--- config.mk ---
export PLATFORM = sky130hd
export DESIGN_NAME = osc_seq
export DESIGN_NICKNAME = d
export VERILOG_FILES = /design/src/rtl/osc_seq_pkg.sv /design/src/rtl/osc_seq_timer.sv /design/src/rtl/osc_seq_fold.sv /design/src/rtl/osc_seq_acc.sv /design/src/rtl/osc_seq.sv
export SDC_FILE = /design/constraint.sdc
export NUM_CORES = 1
export LEC_CHECK = 0
export BUFFER_PORTS_ARGS = -buffer_cell sky130_fd_sc_hd__buf_2
export CAP_MARGIN = 20
export CORE_ASPECT_RATIO = 1.1
export CORE_MARGIN = 2
export CORE_UTILIZATION = 40
export CTS_CLUSTER_DIAMETER = 120
export CTS_CLUSTER_SIZE = 24
export DETAILED_ROUTE_END_ITERATION = 8
export PLACE_DENSITY = 0.66
export SLEW_MARGIN = 10
export SYNTH_ARGS = -nofsm -noshare
export SYNTH_HDL_FRONTEND = slang
export SYNTH_SLANG_ARGS = --single-unit
--- constraint.sdc ---
create_clock -name clk -period 2.8 [get_ports clk]
set_input_delay 0.56 -clock clk [delete_from_list [all_inputs] [get_ports clk]]
set_output_delay 0.56 -clock clk [all_outputs]
set_load 0.03 [all_outputs]
--- src/rtl/osc_seq_pkg.sv ---
package osc_seq_pkg;
  typedef enum logic [2:0] {
    ST_IDLE   = 3'd0,
    ST_CLEAR  = 3'd1,
    ST_MEAS   = 3'd2,
    ST_SETTLE = 3'd3,
    ST_DONE   = 3'd4
  } seq_state_t;

  localparam logic [1:0] MODE_RANDOM = 2'b10;
endpackage

--- src/rtl/osc_seq_timer.sv ---
module osc_seq_timer #(
  parameter int WIN_W = 8
) (
  input  logic             clk,
  input  logic             rst_n,
  input  logic             clr_i,
  input  logic             run_i,
  input  logic [WIN_W-1:0] limit_i,
  output logic             last_o
);
  logic [WIN_W-1:0] elapsed_q;

  always_ff @(posedge clk or negedge rst_n) begin
    if (!rst_n)      elapsed_q <= '0;
    else if (clr_i)  elapsed_q <= '0;
    else if (run_i)  elapsed_q <= elapsed_q + 1'b1;
  end

  // a limit of zero wraps to all ones, giving 2**WIN_W cycles
  assign last_o = (elapsed_q == limit_i - 1'b1);
endmodule

--- src/rtl/osc_seq_fold.sv ---
module osc_seq_fold #(
  parameter int NUM_OSC = 8,
  parameter int CNT_W   = 8,
  parameter int RES_W   = 8
) (
  input  logic [NUM_OSC*CNT_W-1:0] counts_i,
  output logic [RES_W-1:0]         print_o,
  output logic                     parity_o
);
  localparam int NPAIR = NUM_OSC / 2;

  logic [NPAIR-1:0] beats;

  genvar g;
  generate
    for (g = 0; g < NPAIR; g++) begin : g_pair
      assign beats[g] = counts_i[(2*g)*CNT_W +: CNT_W] > counts_i[(2*g+1)*CNT_W +: CNT_W];
    end
  endgenerate

  assign print_o = {{(RES_W-NPAIR){1'b0}}, beats};

  always_comb begin
    parity_o = 1'b0;
    for (int k = 0; k < NUM_OSC; k++) parity_o = parity_o ^ counts_i[k*CNT_W];
  end
endmodule

--- src/rtl/osc_seq_acc.sv ---
module osc_seq_acc #(
  parameter int RES_W = 8
) (
  input  logic             clk,
  input  logic             rst_n,
  input  logic             clr_i,
  input  logic             load_i,
  input  logic             shift_i,
  input  logic [RES_W-1:0] print_i,
  input  logic             bit_i,
  output logic [RES_W-1:0] res_o
);
  always_ff @(posedge clk or negedge rst_n) begin
    if (!rst_n)       res_o <= '0;
    else if (clr_i)   res_o <= '0;
    else if (load_i)  res_o <= print_i;
    else if (shift_i) res_o <= {bit_i, res_o[RES_W-1:1]};
  end
endmodule

--- src/rtl/osc_seq.sv ---
module osc_seq
  import osc_seq_pkg::*;
#(
  parameter int NUM_OSC     = 8,
  parameter int CNT_W       = 8,
  parameter int WIN_W       = 8,
  parameter int RES_W       = 8,
  parameter int WIN_DEFAULT = 64
) (
  input  logic                     clk,
  input  logic                     rst_n,
  input  logic                     start_i,
  input  logic [1:0]               mode_i,
  input  logic                     cfg_we_i,
  input  logic [WIN_W-1:0]         cfg_window_i,
  input  logic [NUM_OSC*CNT_W-1:0] counts_i,
  output logic                     win_en_o,
  output logic                     cnt_clr_o,
  output logic                     busy_o,
  output logic                     done_o,
  output logic [RES_W-1:0]         result_o
);
  localparam int ROUNDS = RES_W;
  localparam int RND_W  = $clog2(ROUNDS);
  localparam logic [RND_W-1:0] LAST_ROUND = RND_W'(ROUNDS - 1);

  seq_state_t       state_q, state_d;
  logic [WIN_W-1:0] win_cfg_q, win_snap_q;
  logic             rnd_q;
  logic [RND_W-1:0] round_q;
  logic             accept, last, settle, parity;
  logic [RES_W-1:0] print;

  assign accept = start_i && (state_q == ST_IDLE || state_q == ST_DONE);
  assign settle = (state_q == ST_SETTLE);

  osc_seq_timer #(.WIN_W(WIN_W)) timer_i (
    .clk     (clk),
    .rst_n   (rst_n),
    .clr_i   (state_q == ST_CLEAR),
    .run_i   (state_q == ST_MEAS),
    .limit_i (win_snap_q),
    .last_o  (last)
  );

  osc_seq_fold #(.NUM_OSC(NUM_OSC), .CNT_W(CNT_W), .RES_W(RES_W)) fold_i (
    .counts_i (counts_i),
    .print_o  (print),
    .parity_o (parity)
  );

  osc_seq_acc #(.RES_W(RES_W)) acc_i (
    .clk     (clk),
    .rst_n   (rst_n),
    .clr_i   (accept),
    .load_i  (settle && !rnd_q),
    .shift_i (settle && rnd_q),
    .print_i (print),
    .bit_i   (parity),
    .res_o   (result_o)
  );

  always_comb begin
    state_d = state_q;
    unique case (state_q)
      ST_IDLE, ST_DONE: if (start_i) state_d = ST_CLEAR;
      ST_CLEAR:         state_d = ST_MEAS;
      ST_MEAS:          if (last) state_d = ST_SETTLE;
      ST_SETTLE: begin
        if (!rnd_q || round_q == LAST_ROUND) state_d = ST_DONE;
        else                                 state_d = ST_CLEAR;
      end
      default:          state_d = ST_IDLE;
    endcase
  end

  always_ff @(posedge clk or negedge rst_n) begin
    if (!rst_n) begin
      state_q    <= ST_IDLE;
      win_cfg_q  <= WIN_W'(WIN_DEFAULT);
      win_snap_q <= WIN_W'(WIN_DEFAULT);
      rnd_q      <= 1'b0;
      round_q    <= '0;
    end else begin
      state_q <= state_d;
      if (cfg_we_i) win_cfg_q <= cfg_window_i;
      if (accept) begin
        win_snap_q <= win_cfg_q;
        rnd_q      <= (mode_i == MODE_RANDOM);
        round_q    <= '0;
      end else if (settle && rnd_q) begin
        round_q <= round_q + 1'b1;
      end
    end
  end

  assign cnt_clr_o = (state_q == ST_CLEAR);
  assign win_en_o  = (state_q == ST_MEAS);
  assign busy_o    = (state_q == ST_CLEAR) || (state_q == ST_MEAS) || settle;
  assign done_o    = (state_q == ST_DONE);
endmodule

# Yosys cells after proc, flatten, opt, wreduce, memory -nomap -nowiden
# Cells that the tools add are included.
# totals
regBits	39
latch_bits	0
ramBits	0
rom_bits	0
input_bits	78
output_inout_bits	12
word_cells	55
mem_count	0
# classes
addsub	3
multipliers	0
div_mod_pow	0
order_cmp	4
eq_ne	9
shift	0
n_mux	11
n_bitwise	7
n_reduce_logical	14
# op_table
op	count
8-bit 2-to-1 mux	5
8-bit > comparator	4
3-bit 2-to-1 mux	5
3-bit case mux with 4 select lines	1
8-bit by 1-bit adder with 8-bit output (second input constant)	1
8-bit == test	1
8-bit by 1-bit subtractor with 8-bit output (second input constant)	1
1-bit bitwise XOR	7
3-bit by 2-bit == test with 1-bit output (second input constant)	2
3-bit == test (second input constant)	2
1-bit logical OR	4
2-bit nonzero test	2
3-bit by 1-bit adder with 3-bit output (second input constant)	1
3-bit by 1-bit == test with 1-bit output (second input constant)	1
1-bit logical AND	3
3-bit logical NOT	1
3-bit nonzero test	1
2-bit == test (second input constant)	1
2-bit by 1-bit != test with 1-bit output (second input constant)	1
2-bit != test (second input constant)	1
2-bit AND reduction	1
2-bit OR reduction	1
1-bit logical NOT	1

# Depth between registers and ports, before layout
# Gate-level depths: netlist of run 1.
# logic_depth
word_depth	10
ltp_mapped	7
depth_no_buf	7

# Hierarchy
# A second synthesis of run 1 with hierarchy kept.
# hier_totals
cells_unflattened	292
hier_area_um2	2867.8
# by_module_without_submodules
module	n_inst	cells_per_inst	area_per_inst_um2	seq_area_each_um2
osc_seq	1	68	963.4	578.1
osc_seq_fold	1	119	862.1	0.0
osc_seq_timer	1	70	633.1	200.2
osc_seq_acc	1	35	409.1	200.2

# Least setup slack after synthesis of run 1
# OpenSTA, ideal clock, no wires.
# synth_timing
path_type	reg2reg
from	register win_snap_q[0]
to	register state_q[0]
setup_ns	0.111
arrival_ns	1.793
required_time_ns	2.689
slack_ns	0.896
stages_incl_launch_ff	8
n_path_buf	0
period_less_slack_ns	1.904
cell_sequence	dfrtp_1 inv_1 ha_1 or3b_2 nor3_1 xnor2_1 a21oi_1 a2111oi_2
# synth_via
elab_chain_cells	4
# synth_rtl
element	line	source
start: declaration	osc_seq.sv:28	logic [WIN_W-1:0] win_cfg_q, win_snap_q;
start signal: assignment	osc_seq.sv:81	win_snap_q <= WIN_W'(WIN_DEFAULT);
start signal: assignment	osc_seq.sv:88	win_snap_q <= win_cfg_q;
8-bit by 1-bit subtractor with 8-bit output	osc_seq_timer.sv:20	assign last_o = (elapsed_q == limit_i - 1'b1);
8-bit == test	osc_seq_timer.sv:20	
2-bit by 1-bit != test with 1-bit output (no source line)	-	
2-bit AND reduction (no source line)	-	
end signal: assignment	osc_seq.sv:85	state_q <= state_d;
end: declaration	osc_seq.sv:27	seq_state_t state_q, state_d;
# Every way passes these cells.
# A chain may end at the register's enable or synchronous reset.

# Final worst setup path of run 1
# layout_timing
from	register state_q[0]
to	output win_en_o
# layout_via
elab_chain_cells	1
# layout_rtl
element	line	source
3-bit by 2-bit == test with 1-bit output	osc_seq.sv:98	assign win_en_o = (state_q == ST_MEAS);
end: declaration	osc_seq.sv:17	output logic win_en_o,
# Every way passes these cells.

==> results of run 1 <==
-- metrics by stage --
| step | instance area (µm²) | utilization, % | setup WS [ps] | power [mW] | cells |
|---|---|---|---|---|---|
| floorplan | 2740 | - | 896 | 1.54 | 292 |
| global placement | 3280 | 49.8 | 840 | 1.79 | 460 |
| detailed placement | 3280 | 49.8 | 748 | 1.81 | 460 |
| CTS | 3420 | 51.8 | 651 | 2.37 | 468 |
| global route | 3420 | 51.8 | 554 | 2.55 | 468 |
| finish | 3420 | 51.8 | 653 | 2.34 | 468 |
-- flip-flops by register name (all words and copies together) (netlist names) --
register,count
round_q,3
acc_i.res_o,8
state_q,3
win_cfg_q,8
rnd_q,1
timer_i.elapsed_q,8
win_snap_q,8
-- synthesized netlist by cell type (2+ instances only) --
master	number	area share, %
dfrtp_1	37	34
ha_1	36	16
clkbuf_1	4	0.55
mux2_2	16	6.6
nand3b_1	2	0.55
and3b_1	2	0.64
inv_1	37	5.1
o2111ai_1	2	0.64
nand3_1	11	2.0
or3b_2	3	0.96
nand4_1	2	0.46
mux2i_1	2	0.73
xor2_1	3	0.96
a22oi_1	4	1.1
nor2_1	12	1.6
a21oi_1	6	1.1
o21ai_0	23	4.2
nand2b_1	3	0.68
nor3_1	11	2.0
nor2b_1	11	2.5
xnor2_1	11	3.5
a22o_1	4	1.3
o41ai_1	4	1.3
nand2_1	23	3.1
dfstp_2	2	1.9
a21o_1	8	2.2
-- kinds of logic after synthesis --
group / Yosys count / share of synthesized area, %
flip-flops: 39 / 35.7
adder cells (fa/ha/maj): 36 / 16.4
multiplexers: 18 / 7.30
AND/OR/NAND/NOR: 86 / 16.5
AO/OA/AOI/OAI: 57 / 13.9
XOR/XNOR: 14 / 4.47
buffers and inverters: 42 / 5.75
-- power breakdown --
group	internal [mW]	total, mW	switching [mW]	leakage [nW]
Combinational	0.424	0.933	0.509	1.28
Sequential	0.704	0.863	0.159	0.499
Clock	0.356	0.545	0.189	0.0654
Total	1.48	2.34	0.856	1.84
-- area by class of cell --
| type | instances | area share (%) |
|---|---|---|
| Clock buffer | 6 | 2.12 |
| Clock inverter | 2 | 1.76 |
| Tap cell | 82 | 3.00 |
| Inverter | 38 | 4.18 |
| Sequential cell | 39 | 28.6 |
| Multi-Input combinational cell | 211 | 47.0 |
| Timing Repair Buffer | 90 | 13.3 |
-- worst max-delay path, cell delays in order (launching register included) --
cell	delay, ps
dfrtp_1	430
or3b_1	470
clkinv_1	180
buf_2	230
-- metal layers --
| layer | global-route usage, % | vias to the layer above | share of wire (%) |
|---|---|---|---|
| met5 | 0 | - | 0 |
| met4 | 5.74 | 0 | 2.0 |
| met3 | 3.38 | 11 | 5.2 |
| met2 | 25.7 | 56 | 49 |
| met1 | 19.7 | 1071 | 44 |
| li1 | - | 1212 | - |
-- path summary, 6_finish.rpt --
kind | start | endpoint
setup / recovery | state_q[0]$_DFFE_PN0P_ | win_en_o
hold / removal | rst_n | win_cfg_q[7]$_DFFE_PN0P_
setup reg to reg | win_snap_q[0]$_DFFE_PN0P_ | state_q[0]$_DFFE_PN0P_
hold reg to reg | win_cfg_q[4]$_DFFE_PN0P_ | win_snap_q[4]$_DFFE_PN0P_
max in group asynchronous | rst_n | round_q[0]$_DFFE_PN0P_
min in group clk | start_i | state_q[2]$_DFFE_PN0P_
==> impl_metrics.ini, run 1 <==
[global_route]
grt_use_total_pct = 15.5
antenna_found_initial = 0
overflow = 0
grt_pass1_wl_mm = 9.75
grt_max_degree = 40
first_global_vias = 2260

[detailed_routing]
drc_errors = 0
routedWlPerCell_um = 11.6
dr.first_iter.drc_count = 96
vias = 2350
ant_nets = 0
vias_per_cell = 5.02
wl_mm = 5.45
drtPass1Iterations = 4

[synth]
avgSynthCellArea_um2 = 9.39
yosysWarnings = 0
syn_area_um2 = 2740
syn_inst = 292
ys_types = 39
async_flop_share_pct = 100
ys_seq_elements = 39
synth_nets = 406
synth-edff-count = 0
ys_seq_area_share_pct = 35.7
synth_top_flop_cell = dfrtp_1

[floorplan]
die_h_um = 90.8
dieArea_um2 = 7540
core_um2 = 6590
num_rows = 31
die_x_um = 83.0
start_util_pct = 41.6
io_pins = 90

[critical_path]
crit_path_max_fanout = 8
regToRegSetupSlack_ps = 740
endpoint_kind = primary output
critPathKind = register to primary output
critPathRequiredTime_ps = 2240
worstPathArrival_ps = 1590
startpoint_type = register
ff2ff_path_depth = 7

[cells_and_area]
seq_area_um2 = 978
nNetsFinal = 499
multi_input_area_um2 = 1610
drive_gt1_share_pct = 31.1
final_cell_mix = 89 x buf_2, 37 x inv_1, 37 x dfrtp_1
final_common_cell = buf_2
nFillCells = 638
area_growth_pct = 24.5
antenna_cells = 0

[cts]
root_buffer = clkbuf_8
clk_path_buf_depth = 2
cts_made_buffers = 5
cts_tree = yes
cts_resized = 0
cts_hold_buf = 0
clock_latency_ps = 290
clock_sinks = 39
cts_max_level = 2
path_clk_slew_ps = 70
postCtsSetupRepairBufs = 0

[timing]
fin_crit_sh_pct = 76.7
grt_setup_unrepaired = no
fin_hold_ws_ps = 363
fmax_mhz = 466
worstMarginPinSlew_ps = 834
slew_violations = 0
fin_tns_setup_ps = 0
finalHoldViolCount = 0
clock_skew_ps = 6.39
slew_headroom_pct = 44.4
setup_viol = 0
post-route-min-period_ps = 2150

[pwr]
p_leak_nw = 1.84
pwr_density_cell_nw_per_um2 = 685
vdd_drop_max_mv = 0.504

[outcome]
status = completed

[placement]
globalplace.congestion = 0.791
io_buffers = 89
hpwl_mm = 4.47

[job]
cap_violations = 0

[min_path]
hp-class = primary input to async pin
No activity file was read; power rests on OpenSTA's default activity.
==> run 2: changes to the inputs <==
==> constraint.sdc (replaced) <==
create_clock -name clk -period 2 [get_ports clk]
set_input_delay 0.4 -clock clk [delete_from_list [all_inputs] [get_ports clk]]
set_output_delay 0.4 -clock clk [all_outputs]
set_load 0.03 [all_outputs]
==> run 2 against run 1 <==
Compared with the run above:
- the run now ends with setup timing left
- clock power up 40%
- clock skew up 1.2 ps
- die area unchanged
- worst hold slack worse by 200 ps
- via count down 0.60%
- register-to-register slack worse by 790 ps
- first-iteration DRC count down 65%
- sequential cell count unchanged
==> impl_metrics.ini, run 2 (synthesized netlist as in run 1, its figures left out) <==
[cells_and_area]
final_cell_mix = 89 x buf_2, 37 x inv_1, 37 x dfrtp_1
multi_input_area_um2 = 1630
final_common_cell = buf_2
nFillCells = 640
stdcell_area_um2 = 3490
nNetsFinal = 505
drive_gt1_share_pct = 33.4
seq_area_um2 = 978
area_growth_pct = 27.1
antenna_cells = 0
post-route-util_pct = 52.9

[critical_path]
critPathSlowestCell = or4_4
r2r-start = win_snap_q[0]$_DFFE_PN0P_
r2r_end = state_q[0]$_DFFE_PN0P_
ff2ff_path_depth = 5
regToRegSetupSlack_ps = -50
crit_start = win_snap_q[0]$_DFFE_PN0P_
endpoint_kind = register
critPathRequiredTime_ps = 2180
path_delay_family = simple AND/OR/NAND/NOR gates
crit_buf_inv = 0
crit_path_max_fanout = 4
crit_end = state_q[0]$_DFFE_PN0P_
worstPathArrival_ps = 2220
critPathKind = register to register
crit_chain = or4_4 > or4bb_1 > o2111ai_2 > a311oi_2 > a2111oi_2
critical_path.max_stage_delay_ps = 540
crit_cells = 5
startpoint_type = register

[cts]
path_clk_slew_ps = 80
clock_latency_ps = 290
cts_made_buffers = 5
clk_path_buf_depth = 2
cts_max_level = 2
clock_sinks = 39
cts_tree = yes
root_buffer = clkbuf_8

[pwr]
vdd_drop_max_mv = 0.632
pwr_density_cell_nw_per_um2 = 975
p_leak_nw = 1.89
p_total_mw = 3.40

[timing]
worstMarginPinSlew_ps = 595
slew_violations = 0
post-route-min-period_ps = 2050
fmax_mhz = 489
setup_viol = 1
finalHoldViolCount = 0
clock_skew_ps = 7.63
fin_ws_ps = -46.8
slew_headroom_pct = 60.4
fin_crit_sh_pct = 102
grt_setup_unrepaired = yes

[placement]
globalplace.congestion = 0.801
post_dp_cell_area_um2 = 3320
io_buffers = 89
hpwl_mm = 4.54

[floorplan]
die_x_um = 83.0
io_pins = 90
num_rows = 31
core_um2 = 6590
die_h_um = 90.8
start_util_pct = 41.6
dieArea_um2 = 7540

[detailed_routing]
ant_nets = 0
vias_per_cell = 4.93
drtPass1Iterations = 4
dr.first_iter.drc_count = 34
wl_mm = 5.55
routedWlPerCell_um = 11.7
drc_errors = 0
vias = 2336

[outcome]
violations = setup timing
status = finished with violations

[global_route]
overflow = 0
first_global_vias = 2228
antenna_found_initial = 0
grt_use_total_pct = 15.3
grt_max_degree = 40
grt_pass1_wl_mm = 9.71

[min_path]
hp-class = primary input to async pin

[job]
cap_violations = 0
-- run 2: cell types whose count changed in the layout (fill, tap and decap cells not counted) --
cell	delta
buf_4	+6
or3b_4	+2
a311oi_1	-1
a311oi_2	+1
nor3_1	-1
nor3_2	+1
o2111ai_1	-1
o2111ai_2	+1
or3b_1	-1
or3b_2	-1
or4_1	-1
or4_4	+1
-- run 2: worst min path at each step --
stage / endpoint / cells past startpoint / startpoint
after global routing: win_snap_q[3]$_DFFE_PN0P_ / 2 / rst_n
after CTS: win_snap_q[0]$_DFFE_PN0P_ / 2 / rst_n
final: win_cfg_q[4]$_DFFE_PN0P_ / 2 / rst_n
after global placement: win_cfg_q[5]$_DFFE_PN0P_ / 2 / rst_n
after detailed placement: win_cfg_q[4]$_DFFE_PN0P_ / 2 / rst_n
after floorplan: acc_i.res_o[0]$_DFFE_PN0P_ / 0 / rst_n
-- run 2: layer usage --
metal	vias to the layer above	part of all wire, %	GRT usage, %
met5	-	0	0
met4	0	0.92	4.10
met3	4	4.8	3.29
met2	54	49	26.2
met1	1061	45	19.6
li1	1217	-	-
-- run 2: cell type report --
cell class                      count  area share (%)
Multi-Input combinational cell    211            46.8
Sequential cell                    39            28.1
Timing Repair Buffer               96            14.3
Inverter                           38            4.09
Tap cell                           82            2.94
Clock buffer                        6            2.08
Clock inverter                      2            1.72
-- run 2: worst reg2reg max path: stages (launching register included) --
cell,delay (ps)
dfrtp_1,410
or4_4,540
or4bb_1,510
o2111ai_2,110
a311oi_2,70
a2111oi_2,300
-- run 2: stage by stage --
stage | setup WS [ps] | TNS [ps] | cells | hold WS, ps
3_5_place_dp | 15.3 | 0 | 465 | 483
5_1_grt | -183 | -183 | 474 | 204
2_1_floorplan | 95.8 | 0 | 292 | 104
6_report | -46.8 | -46.8 | 474 | 159
4_1_cts | -34.6 | -34.6 | 474 | 174
3_3_place_gp | 66.7 | 0 | 465 | 482
-- run 2: where the power goes --
| part | internal [mW] | switching, mW |
|---|---|---|
| clock | 0.498 | 0.263 |
| sequential | 0.986 | 0.220 |
| combinational | 0.677 | 0.755 |
-- run 2: repair_timing --
item	in CTS	in global routing
hold buffers	0	0
pin swaps	0	4
resized for setup	0	6
buffers inserted	1	0
setup endpoints to repair	1	3
